File: src/rtl/mfx_pkg.sv
package mfx_pkg;

    localparam int WORD_W = 12;
    localparam int FLD_W  = 3;

    localparam logic [2:0] GRP_OPCODE = 3'o6;
    localparam logic [2:0] GRP_DEVICE = 3'o2;

    typedef logic [FLD_W-1:0] fld_t;

    typedef enum logic [3:0] {
        X_NONE,
        X_CLR_UINT,
        X_RD_DF,
        X_RD_IF,
        X_RD_SAVE,
        X_RESTORE,
        X_SKIP_UINT,
        X_CLR_UB,
        X_SET_UB
    } xop_e;

    typedef struct packed {
        logic hit;
        logic ld_df;
        logic ld_pend;
        xop_e xop;
        fld_t num;
    } cmd_t;

    localparam cmd_t CMD_IDLE = '{hit: 1'b0, ld_df: 1'b0, ld_pend: 1'b0,
                                  xop: X_NONE, num: '0};

    function automatic cmd_t decode_word(input logic [WORD_W-1:0] w);
        cmd_t c;
        c     = CMD_IDLE;
        c.num = w[5:3];
        if (w[11:9] == GRP_OPCODE && w[8:6] == GRP_DEVICE) begin
            unique case (w[2:0])
                3'd1: c.ld_df = 1'b1;
                3'd2: c.ld_pend = 1'b1;
                3'd3: begin
                    c.ld_df   = 1'b1;
                    c.ld_pend = 1'b1;
                end
                3'd4: begin
                    unique case (w[5:3])
                        3'd0: c.xop = X_CLR_UINT;
                        3'd1: c.xop = X_RD_DF;
                        3'd2: c.xop = X_RD_IF;
                        3'd3: c.xop = X_RD_SAVE;
                        3'd4: c.xop = X_RESTORE;
                        3'd5: c.xop = X_SKIP_UINT;
                        3'd6: c.xop = X_CLR_UB;
                        default: c.xop = X_SET_UB;
                    endcase
                end
                default: ;
            endcase
        end
        c.hit = c.ld_df | c.ld_pend | (c.xop != X_NONE);
        return c;
    endfunction

    function automatic logic [WORD_W-1:0] merge_mid(input logic [WORD_W-1:0] ac,
                                                     input fld_t f);
        logic [WORD_W-1:0] r;
        r = ac;
        r[2*FLD_W-1:FLD_W] = f;
        return r;
    endfunction

    function automatic logic [WORD_W-1:0] merge_pair(input logic [WORD_W-1:0] ac,
                                                      input fld_t hi,
                                                      input fld_t lo);
        logic [WORD_W-1:0] r;
        r = ac;
        r[2*FLD_W-1:FLD_W] = hi;
        r[FLD_W-1:0]       = lo;
        return r;
    endfunction

endpackage

File: src/rtl/mfx_decode.sv
module mfx_decode
    import mfx_pkg::*;
(
    input  logic              iot_valid,
    input  logic [WORD_W-1:0] iot_word,
    input  logic              jump_exec,
    input  logic              int_take,
    output logic              act_int,
    output logic              act_jmp,
    output cmd_t              cmd
);
    cmd_t raw;

    always_comb begin
        raw     = decode_word(iot_word);
        act_int = int_take;
        act_jmp = jump_exec & ~int_take;
        if (iot_valid && !int_take && !jump_exec && raw.hit)
            cmd = raw;
        else
            cmd = CMD_IDLE;
    end
endmodule

File: src/rtl/mfx_field_regs.sv
module mfx_field_regs
    import mfx_pkg::*;
(
    input  logic clk,
    input  logic rst,
    input  logic act_int,
    input  logic act_jmp,
    input  cmd_t cmd,
    output fld_t if_q,
    output fld_t df_q,
    output fld_t sif_q,
    output fld_t sdf_q,
    output logic pend_q
);
    fld_t ib_q;

    always_ff @(posedge clk) begin
        if (rst) begin
            if_q   <= '0;
            ib_q   <= '0;
            df_q   <= '0;
            sif_q  <= '0;
            sdf_q  <= '0;
            pend_q <= 1'b0;
        end else if (act_int) begin
            sif_q  <= if_q;
            sdf_q  <= df_q;
            if_q   <= '0;
            ib_q   <= '0;
            df_q   <= '0;
            pend_q <= 1'b0;
        end else if (act_jmp) begin
            if_q   <= ib_q;
            pend_q <= 1'b0;
        end else begin
            if (cmd.ld_df)
                df_q <= cmd.num;
            if (cmd.ld_pend)
                ib_q <= cmd.num;
            if (cmd.xop == X_RESTORE) begin
                ib_q <= sif_q;
                df_q <= sdf_q;
            end
            if (cmd.ld_pend || cmd.xop == X_RESTORE || cmd.xop == X_SET_UB)
                pend_q <= 1'b1;
        end
    end
endmodule

File: src/rtl/mfx_user_regs.sv
module mfx_user_regs
    import mfx_pkg::*;
(
    input  logic clk,
    input  logic rst,
    input  logic act_int,
    input  logic act_jmp,
    input  logic user_trap,
    input  cmd_t cmd,
    output logic uf_q,
    output logic uint_q,
    output logic usf_q
);
    logic ub_q;
    logic suf_q;

    always_ff @(posedge clk) begin
        if (rst) begin
            ub_q  <= 1'b0;
            uf_q  <= 1'b0;
            suf_q <= 1'b0;
        end else if (act_int) begin
            suf_q <= uf_q;
            uf_q  <= 1'b0;
            ub_q  <= 1'b0;
        end else if (act_jmp) begin
            uf_q <= ub_q;
        end else begin
            unique case (cmd.xop)
                X_SET_UB:  ub_q <= 1'b1;
                X_CLR_UB:  ub_q <= 1'b0;
                X_RESTORE: ub_q <= suf_q;
                default: ;
            endcase
        end
    end

    always_ff @(posedge clk) begin
        if (rst) begin
            uint_q <= 1'b0;
            usf_q  <= 1'b0;
        end else begin
            if (user_trap)
                uint_q <= 1'b1;
            else if (cmd.xop == X_CLR_UINT)
                uint_q <= 1'b0;
            if (cmd.xop == X_CLR_UINT)
                usf_q <= 1'b0;
            else if (cmd.xop == X_SKIP_UINT && uint_q)
                usf_q <= 1'b1;
        end
    end
endmodule

File: src/rtl/mfx_ctrl.sv
module mfx_ctrl
    import mfx_pkg::*;
(
    input  logic              clk,
    input  logic              rst,
    input  logic              iot_valid,
    input  logic [WORD_W-1:0] iot_word,
    input  logic              jump_exec,
    input  logic              int_take,
    input  logic              user_trap,
    input  logic [WORD_W-1:0] ac_in,
    output logic [WORD_W-1:0] ac_out,
    output logic              ac_we,
    output logic              skip,
    output logic [FLD_W-1:0]  if_cur,
    output logic [FLD_W-1:0]  df_cur,
    output logic              uf_cur,
    output logic              usr_skip_flag,
    output logic              int_inhibit
);
    logic act_int;
    logic act_jmp;
    cmd_t cmd;
    fld_t if_q, df_q, sif_q, sdf_q;
    logic pend_q, uf_q, uint_q, usf_q;

    mfx_decode u_dec (
        .iot_valid (iot_valid),
        .iot_word  (iot_word),
        .jump_exec (jump_exec),
        .int_take  (int_take),
        .act_int   (act_int),
        .act_jmp   (act_jmp),
        .cmd       (cmd)
    );

    mfx_field_regs u_fld (
        .clk     (clk),
        .rst     (rst),
        .act_int (act_int),
        .act_jmp (act_jmp),
        .cmd     (cmd),
        .if_q    (if_q),
        .df_q    (df_q),
        .sif_q   (sif_q),
        .sdf_q   (sdf_q),
        .pend_q  (pend_q)
    );

    mfx_user_regs u_usr (
        .clk       (clk),
        .rst       (rst),
        .act_int   (act_int),
        .act_jmp   (act_jmp),
        .user_trap (user_trap),
        .cmd       (cmd),
        .uf_q      (uf_q),
        .uint_q    (uint_q),
        .usf_q     (usf_q)
    );

    always_comb begin
        ac_out = ac_in;
        ac_we  = 1'b0;
        unique case (cmd.xop)
            X_RD_DF: begin
                ac_out = merge_mid(ac_in, df_q);
                ac_we  = 1'b1;
            end
            X_RD_IF: begin
                ac_out = merge_mid(ac_in, if_q);
                ac_we  = 1'b1;
            end
            X_RD_SAVE: begin
                ac_out = merge_pair(ac_in, sif_q, sdf_q);
                ac_we  = 1'b1;
            end
            default: ;
        endcase
    end

    assign skip          = (cmd.xop == X_SKIP_UINT) && uint_q;
    assign if_cur        = if_q;
    assign df_cur        = df_q;
    assign uf_cur        = uf_q;
    assign usr_skip_flag = usf_q;
    assign int_inhibit   = pend_q;
endmodule

File: config.mk
export PLATFORM = sky130hd
export DESIGN_NAME = mfx_ctrl
export DESIGN_NICKNAME = d
export VERILOG_FILES = /design/src/rtl/mfx_pkg.sv /design/src/rtl/mfx_decode.sv /design/src/rtl/mfx_field_regs.sv /design/src/rtl/mfx_user_regs.sv /design/src/rtl/mfx_ctrl.sv
export SDC_FILE = /design/constraint.sdc
export NUM_CORES = 1
export LEC_CHECK = 0
export ABC_AREA = 1
export CORE_MARGIN = 3
export CORE_UTILIZATION = 40
export DETAILED_ROUTE_END_ITERATION = 16
export PLACE_DENSITY_LB_ADDON = 0.1
export SLEW_MARGIN = 25
export SYNTH_ARGS = -nofsm -noshare
export SYNTH_HDL_FRONTEND = slang
export SYNTH_SLANG_ARGS = --single-unit
export TNS_END_PERCENT = 50
File: constraint.sdc
create_clock -name clk -period 1.46 [get_ports clk]
set_clock_uncertainty 0.2 [all_clocks]
set_input_delay 0.146 -clock clk [delete_from_list [all_inputs] [get_ports clk]]
set_output_delay 0.146 -clock clk [all_outputs]
set_load 0.02 [all_outputs]
==> flow_summary_export.csv, run 1 <==
group,metric,value,unit
run_status,status,"complete, but fails checks",
run_status,violations,"setup timing",
detailed_routing,drt_iter0_markers,107,
clocking,clk_latency,0.31,ns
yosys,syn_nets,238,
critical_path,crit_family,"simple AND/OR/NAND/NOR gates",
floorplanning,core,0.00339,mm^2
timing,worst_pin_slew,0.282,ns
detailed_routing,vias,1597,
flow_run,cap_violations,0,
place,dp_hpwl,3.14,mm
place,routabilityCongestion,0.853,
finish,num_antenna_cells,0,
global_route,grt_max_degree,14,
detailed_routing,route.detailed.drc,0,
detailed_routing,antenna_left,0,
floorplanning,die_area,0.00434,mm^2
hold_path,hold_path.startpoint,"int_take",
critical_path,crit_slowest_cell,"nor3_4",
global_route,grt_pass1_vias,1633,
critical_path,max_stage_delay,0.25,ns
critical_path,cp.buffers_inverters,5,
timing,max_freq,547,MHz
critical_path,cp_common_cell,"nand3_4",
finish,area_growth,69.0,%
place,io_buffers,40,
timing,grt_setup_unrepaired,"true",
yosys,synthTopCellsByArea,"dfxtp_1, nor2_1, nand2_1",
finish,stdcell_count,339,
detailed_routing,drt_wl_total,4.16,mm
power_and_ir_drop,p_leak,1.18,nW
yosys,synthCells,208,
yosys,yosysWarnings,0,
yosys,synth_edf_count,0,
clocking,cts_buffers,3,
yosys,yosysSeqAreaShare,29.3,%
detailed_routing,wire_per_inst,12.3,um
finish,drive_gt1_share,48.5,%
floorplanning,die_height,65.8,um
timing,drv_slew,0,
yosys,synth.most_common_cell,"nor2_1",
finish,multi_input_area,986,um^2
clocking,tritoncts,"done",
timing,fin_crit_sh,125,%
global_route,grt_overflow,0,
yosys,yosysTopAreaCell,"dfxtp_1",
hold_path,hold_depth,3,
power_and_ir_drop,power_density,494,mW/mm^2
floorplanning,fp-row-count,21,
yosys,syn_avg_cell_area,6.89,um^2
detailed_routing,viasPerCell,4.71,
critical_path,crit_type,"in -> out",
timing,max-slew-margin-rel,81.1,%
critical_path,cp.arrival,1.48,ns
clocking,clock_sinks,21,
timing,worst_slack,-0.368,ns
critical_path,worstPathCellList,"buf_6, inv_4, nand3_4, clkinv_4, nand3_4, nor3_4, nand3_4, inv_8, nand2_2, o21a_1, nand3_2, buf_6",
timing,hold_viol_final,0,
critical_path,worst-r2r-cell-count,6,
yosys,ys_async_sr_fraction,0,%
place,dp.cells,325,
critical_path,regToRegSetupSlack,0.22,ns
detailed_routing,drt-pass1-iter-count,4,
yosys,syn_area,0.00143,mm^2
finish,regArea,422,um^2
hold_path,holdCritPathClass,"in -> reg",
critical_path,r2r_start,"u_usr.uint_q$_SDFFE_PP0P_",
critical_path,cp_max_fo,8,
timing,fin_crit,1.83,ns
yosys,ys_seq_elements,21,
timing,final-setup-viol-count,9,
clocking,root_buffer,"clkbuf_4",
clocking,htree_levels,1,
hold_path,worstHoldEndpoint,"u_fld.sif_q[0]$_SDFFE_PP0P_",
critical_path,cp-end-kind,"primary output",
floorplanning,pin_count,53,
finish,nNetsFinal,324,
critical_path,cp-start-kind,"primary input",
floorplanning,initial_core_util,42.3,%
timing,whs,0.0388,ns
clocking,clock_path_buffers,2,
yosys,ys.flop_type,"dfxtp_1",
yosys,synth_top_cell_area_share,29.3,%
floorplanning,chipWidth,65.8,um
yosys,synth_common_cells,"nor2_1, nand2_1, inv_1",
clocking,path_clk_slew,0.13,ns
yosys,synth.distinct_cells,30,
finish,fill_cells,261,
power_and_ir_drop,peakVddDrop,574,uV
global_route,antenna_found_initial,0,
global_route,grt_first_pass_wirelength,7.04,mm
global_route,grt_usage,20.8,%
critical_path,cp.required,1.11,ns
critical_path,r2r_end,"u_usr.usf_q$_SDFFE_PP0P_",
==> cells by family after synthesis <==
group | count (synthesis) | share of synthesized area, %
AND/OR/NAND/NOR | 106 | 41.4
buffers and inverters | 44 | 14.5
AO/OA/AOI/OAI | 37 | 14.8
flip-flops | 21 | 29.3
==> registers in the layout, summed over array words and instances (netlist names) <==
register	count
u_fld.df_q	3
u_fld.ib_q	3
u_fld.if_q	3
u_fld.pend_q	1
u_fld.sdf_q	3
u_fld.sif_q	3
u_usr.suf_q	1
u_usr.ub_q	1
u_usr.uf_q	1
u_usr.uint_q	1
u_usr.usf_q	1
==> through the flow <==
step | cell area [um^2] | setup slack (ns) | setup TNS (ns) | utilization, % | total power, W
2_1_floorplan | 1570 | -0.0865 | -0.803 | - | 0.000756
3_3_place_gp | 2250 | -1.27 | -17.09 | 66.4 | 0.000884
3_5_place_dp | 2250 | -1.26 | -17.31 | 66.4 | 0.000886
4_1_cts | 2360 | -0.364 | -2.33 | 69.5 | 0.00120
5_1_grt | 2420 | -0.453 | -3.64 | 71.4 | 0.00125
6_report | 2420 | -0.368 | -2.60 | 71.4 | 0.00120
==> layout make-up <==
type | instances | share of cell area, %
clock buffer | 3 | 0.930
clock inverter | 1 | 0.310
inverter | 36 | 7.65
multi-input combinational | 143 | 40.7
sequential | 21 | 17.4
tap | 46 | 2.38
timing repair buffer | 89 | 30.6
==> worst register-to-register path: cells and delay by family, from the launching register on <==
kind | cells | cell delay, ns
buf+inv | 3 | 0.30
simple gates | 3 | 0.37
flops | 1 | 0.33
==> metal layers <==
metal | GRT usage [%] | vias to the layer above | part of all wire [%]
li1 | - | 834 | -
met1 | 24.8 | 721 | 42
met2 | 38.0 | 36 | 52
met3 | 4.42 | 6 | 5.0
met4 | 3.89 | 0 | 0.77
met5 | 0 | - | 0
==> cell usage in the layout (no fill, tap or decap), types with 2 or more instances in the layout <==
cell | netlist | final
buf_4 | 6 | 49
nor2_1 | 32 | 25
inv_1 | 28 | 22
nand2_1 | 30 | 22
dfxtp_1 | 21 | 20
o21ai_0 | 16 | 14
nand2_2 | 9 | 11
buf_6 | 1 | 11
nor2_4 | 3 | 10
nand3_1 | 11 | 9
buf_2 | 0 | 9
a21oi_1 | 11 | 8
clkdlybuf4s50_1 | 0 | 8
nand2_4 | 2 | 7
nand3_4 | 2 | 6
dlygate4sd2_1 | 0 | 6
inv_2 | 2 | 4
nor2_2 | 4 | 4
nand3_2 | 6 | 4
o21ai_1 | 3 | 4
o211ai_1 | 4 | 4
inv_4 | 2 | 3
nor3_4 | 2 | 3
a21oi_2 | 0 | 3
clkbuf_4 | 0 | 3
clkinv_4 | 0 | 2
inv_8 | 0 | 2
o21a_1 | 2 | 2
nand4_1 | 2 | 2
buf_8 | 0 | 2
clkdlybuf4s15_1 | 0 | 2
==> timing repair <==
| item | 4_1_cts | 5_1_grt |
|---|---|---|
| buffers inserted | 7 | 4 |
| endpoints found under the setup margin | 27 | 20 |
| resized for setup | 142 | 14 |
| hold buffers | 1 | 0 |
| pin swaps | 26 | 19 |
| endpoints found under the hold margin | 1 | 0 |
==> power breakdown <==
| part | internal, W | total (W) | switching, W |
|---|---|---|---|
| registers | 0.000589 | 0.000598 | 0.00000898 |
| clock network | 0.000105 | 0.000302 | 0.000197 |
| logic | 0.000147 | 0.000296 | 0.000148 |
==> worst max-delay path by stage <==
stage | startpoint | to | slack (ns) | depth (start not counted)
after floorplan | int_take | ac_out[3] | -0.09 | 11
after global placement | iot_word[0] | ac_out[5] | -1.27 | 13
after detailed placement | iot_word[0] | ac_out[5] | -1.26 | 13
after CTS | iot_word[11] | ac_out[4] | -0.36 | 14
after global routing | iot_word[1] | ac_out[5] | -0.45 | 13
final | iot_word[1] | ac_out[4] | -0.37 | 12
Power figures use the tool's default switching activity.
==> run 2: changes to the inputs <==
- MAX_ROUTING_LAYER: default -> met4
- PLACE_DENSITY: default -> 0.76
- PLACE_DENSITY_LB_ADDON: 0.1 -> default
==> run 2 against run 1 <==
Effect of this change:
- the flow still finishes with violations (setup timing)
- flip-flop and latch count unchanged
- die area unchanged
- register-to-register slack improved by 0.18 ns
- hold slack got worse by 0.0023 ns
- count of clock-buffer cells in the layout unchanged
- critical endpoint is now ac_out[5]
- largest power group unchanged
- highest routed layer unchanged
==> flow_summary_export.csv, run 2 (synthesis gave the netlist of run 1 again) <==
group,metric,value,unit
run_status,status,"complete, but fails checks",
run_status,violations,"setup timing",
floorplanning,initial_core_util,42.3,%
critical_path,cp.required,1.11,ns
global_route,grt_pass1_vias,1655,
finish,area_growth,71.9,%
timing,fin_crit_sh,126,%
clocking,htree_levels,1,
clocking,tritoncts,"done",
floorplanning,pin_count,53,
critical_path,cp.arrival,1.50,ns
place,dp_hpwl,3.09,mm
clocking,clk_latency,0.33,ns
timing,final-setup-viol-count,9,
place,dp.cells,320,
finish,mostFrequentLayoutCell,"buf_4",
critical_path,crit_slowest_cell,"nor3_4",
place,post-place-ws,-1.24,ns
timing,worst_pin_slew,0.330,ns
power_and_ir_drop,peakVddDrop,297,uV
detailed_routing,viasPerCell,4.85,
place,routabilityCongestion,0.829,
clocking,cts_buffers,3,
place,postPlaceCellArea,0.00221,mm^2
floorplanning,chipWidth,65.8,um
timing,drv_slew,0,
floorplanning,fp-row-count,21,
timing,worst_slack,-0.387,ns
critical_path,cp.buffers_inverters,5,
global_route,grt_max_degree,13,
finish,nNetsFinal,326,
floorplanning,die_area,0.00434,mm^2
finish,drive_gt1_share,47.8,%
global_route,antenna_found_initial,0,
detailed_routing,drt_iter0_markers,63,
detailed_routing,wire_per_inst,13.3,um
finish,layout_common_cells,"buf_4, nor2_1, inv_1, nand2_1, dfxtp_1",
critical_path,cp-start-kind,"primary input",
finish,final_cell_area,0.00246,mm^2
floorplanning,core,0.00339,mm^2
critical_path,max_stage_delay,0.30,ns
detailed_routing,antenna_left,0,
global_route,grt_first_pass_wirelength,7.27,mm
timing,fin_crit,1.85,ns
clocking,root_buffer,"clkbuf_4",
clocking,clock_path_buffers,2,
clocking,clock_sinks,21,
timing,max-slew-margin-rel,78.0,%
flow_run,cap_violations,0,
timing,grt_setup_unrepaired,"true",
finish,stdcell_count,341,
detailed_routing,route.detailed.drc,0,
global_route,grt_overflow,0,
power_and_ir_drop,p_leak,1.22,nW
critical_path,crit_type,"in -> out",
detailed_routing,drt_wl_total,4.52,mm
critical_path,cp-end-kind,"primary output",
timing,hold_viol_final,0,
timing,max_freq,542,MHz
critical_path,worstPathCellList,"clkdlybuf4s15_2, nand3_4, inv_8, buf_12, nand2_4, nand2_4, nor3_4, buf_4, a21oi_2, nand2_2, buf_6",
clocking,path_clk_slew,0.13,ns
finish,num_antenna_cells,0,
critical_path,cp_common_cell,"nand2_4",
power_and_ir_drop,power_density,494,mW/mm^2
hold_path,holdCritPathClass,"in -> reg",
detailed_routing,vias,1654,
floorplanning,die_height,65.8,um
place,io_buffers,40,
detailed_routing,drt-pass1-iter-count,4,
critical_path,cp_max_fo,5,
critical_path,crit_family,"buffers and inverters",
global_route,grt_usage,22.3,%
timing,whs,0.0364,ns
## run 2: path summary, 6_finish.rpt
path | start | end | slack [ns] | depth (start not counted)
hold / removal | int_take | u_fld.sif_q[1]$_SDFFE_PP0P_ | 0.04 | 3
setup reg to reg | u_usr.uint_q$_SDFFE_PP0P_ | u_usr.usf_q$_SDFFE_PP0P_ | 0.40 | 4
hold reg to reg | u_usr.usf_q$_SDFFE_PP0P_ | u_usr.usf_q$_SDFFE_PP0P_ | 0.29 | 2
setup / recovery | iot_valid | ac_out[5] | -0.39 | 11
## run 2: where the power goes
group	switching [W]	internal, W
registers	0.00000761	0.000589
logic	0.000158	0.000157
clock network	0.000202	0.000103
total	0.000367	0.000849
## run 2: routing by layer
layer	share of wire [%]	vias to the layer above	track usage (%)	wire length [um]
met5	0	-	-	0
met4	2.3	0	9.84	102
met3	6.1	11	4.59	277
met2	51	52	37.0	2310
met1	40	754	26.0	1820
li1	-	837	-	-
## run 2: area by class of cell
class | count | area, um^2
inverters | 36 | 183
flip-flops and latches | 21 | 420
clock buffers | 3 | 22.5
fillers | 243 | 927
well taps | 46 | 57.6
clock inverters | 1 | 5.00
multi-input cells | 143 | 985
repair buffers | 91 | 790
## run 2: stage by stage
step	power (W)	TNS [ns]	util, %
2_1_floorplan	0.000756	-0.803	-
3_3_place_gp	0.000877	-16.51	65.3
3_5_place_dp	0.000881	-16.76	65.3
4_1_cts	0.00120	-2.12	70.1
5_1_grt	0.00127	-3.46	72.6
6_report	0.00122	-2.36	72.6
## run 2: timing repair
action	CTS	global route
pin swaps	31	22
hold buffers	1	0
gates resized for setup	145	16
setup endpoints to repair	27	15
gates cloned	0	0
hold endpoints to repair	1	0
buffers inserted	11	6
## run 2: worst register-to-register path, cell delays in order, from the launching register on
cell and delay [ns]:
dfxtp_1 0.33, inv_1 0.06, nor4_4 0.28, nor2_1 0.06
nor2_1 0.07
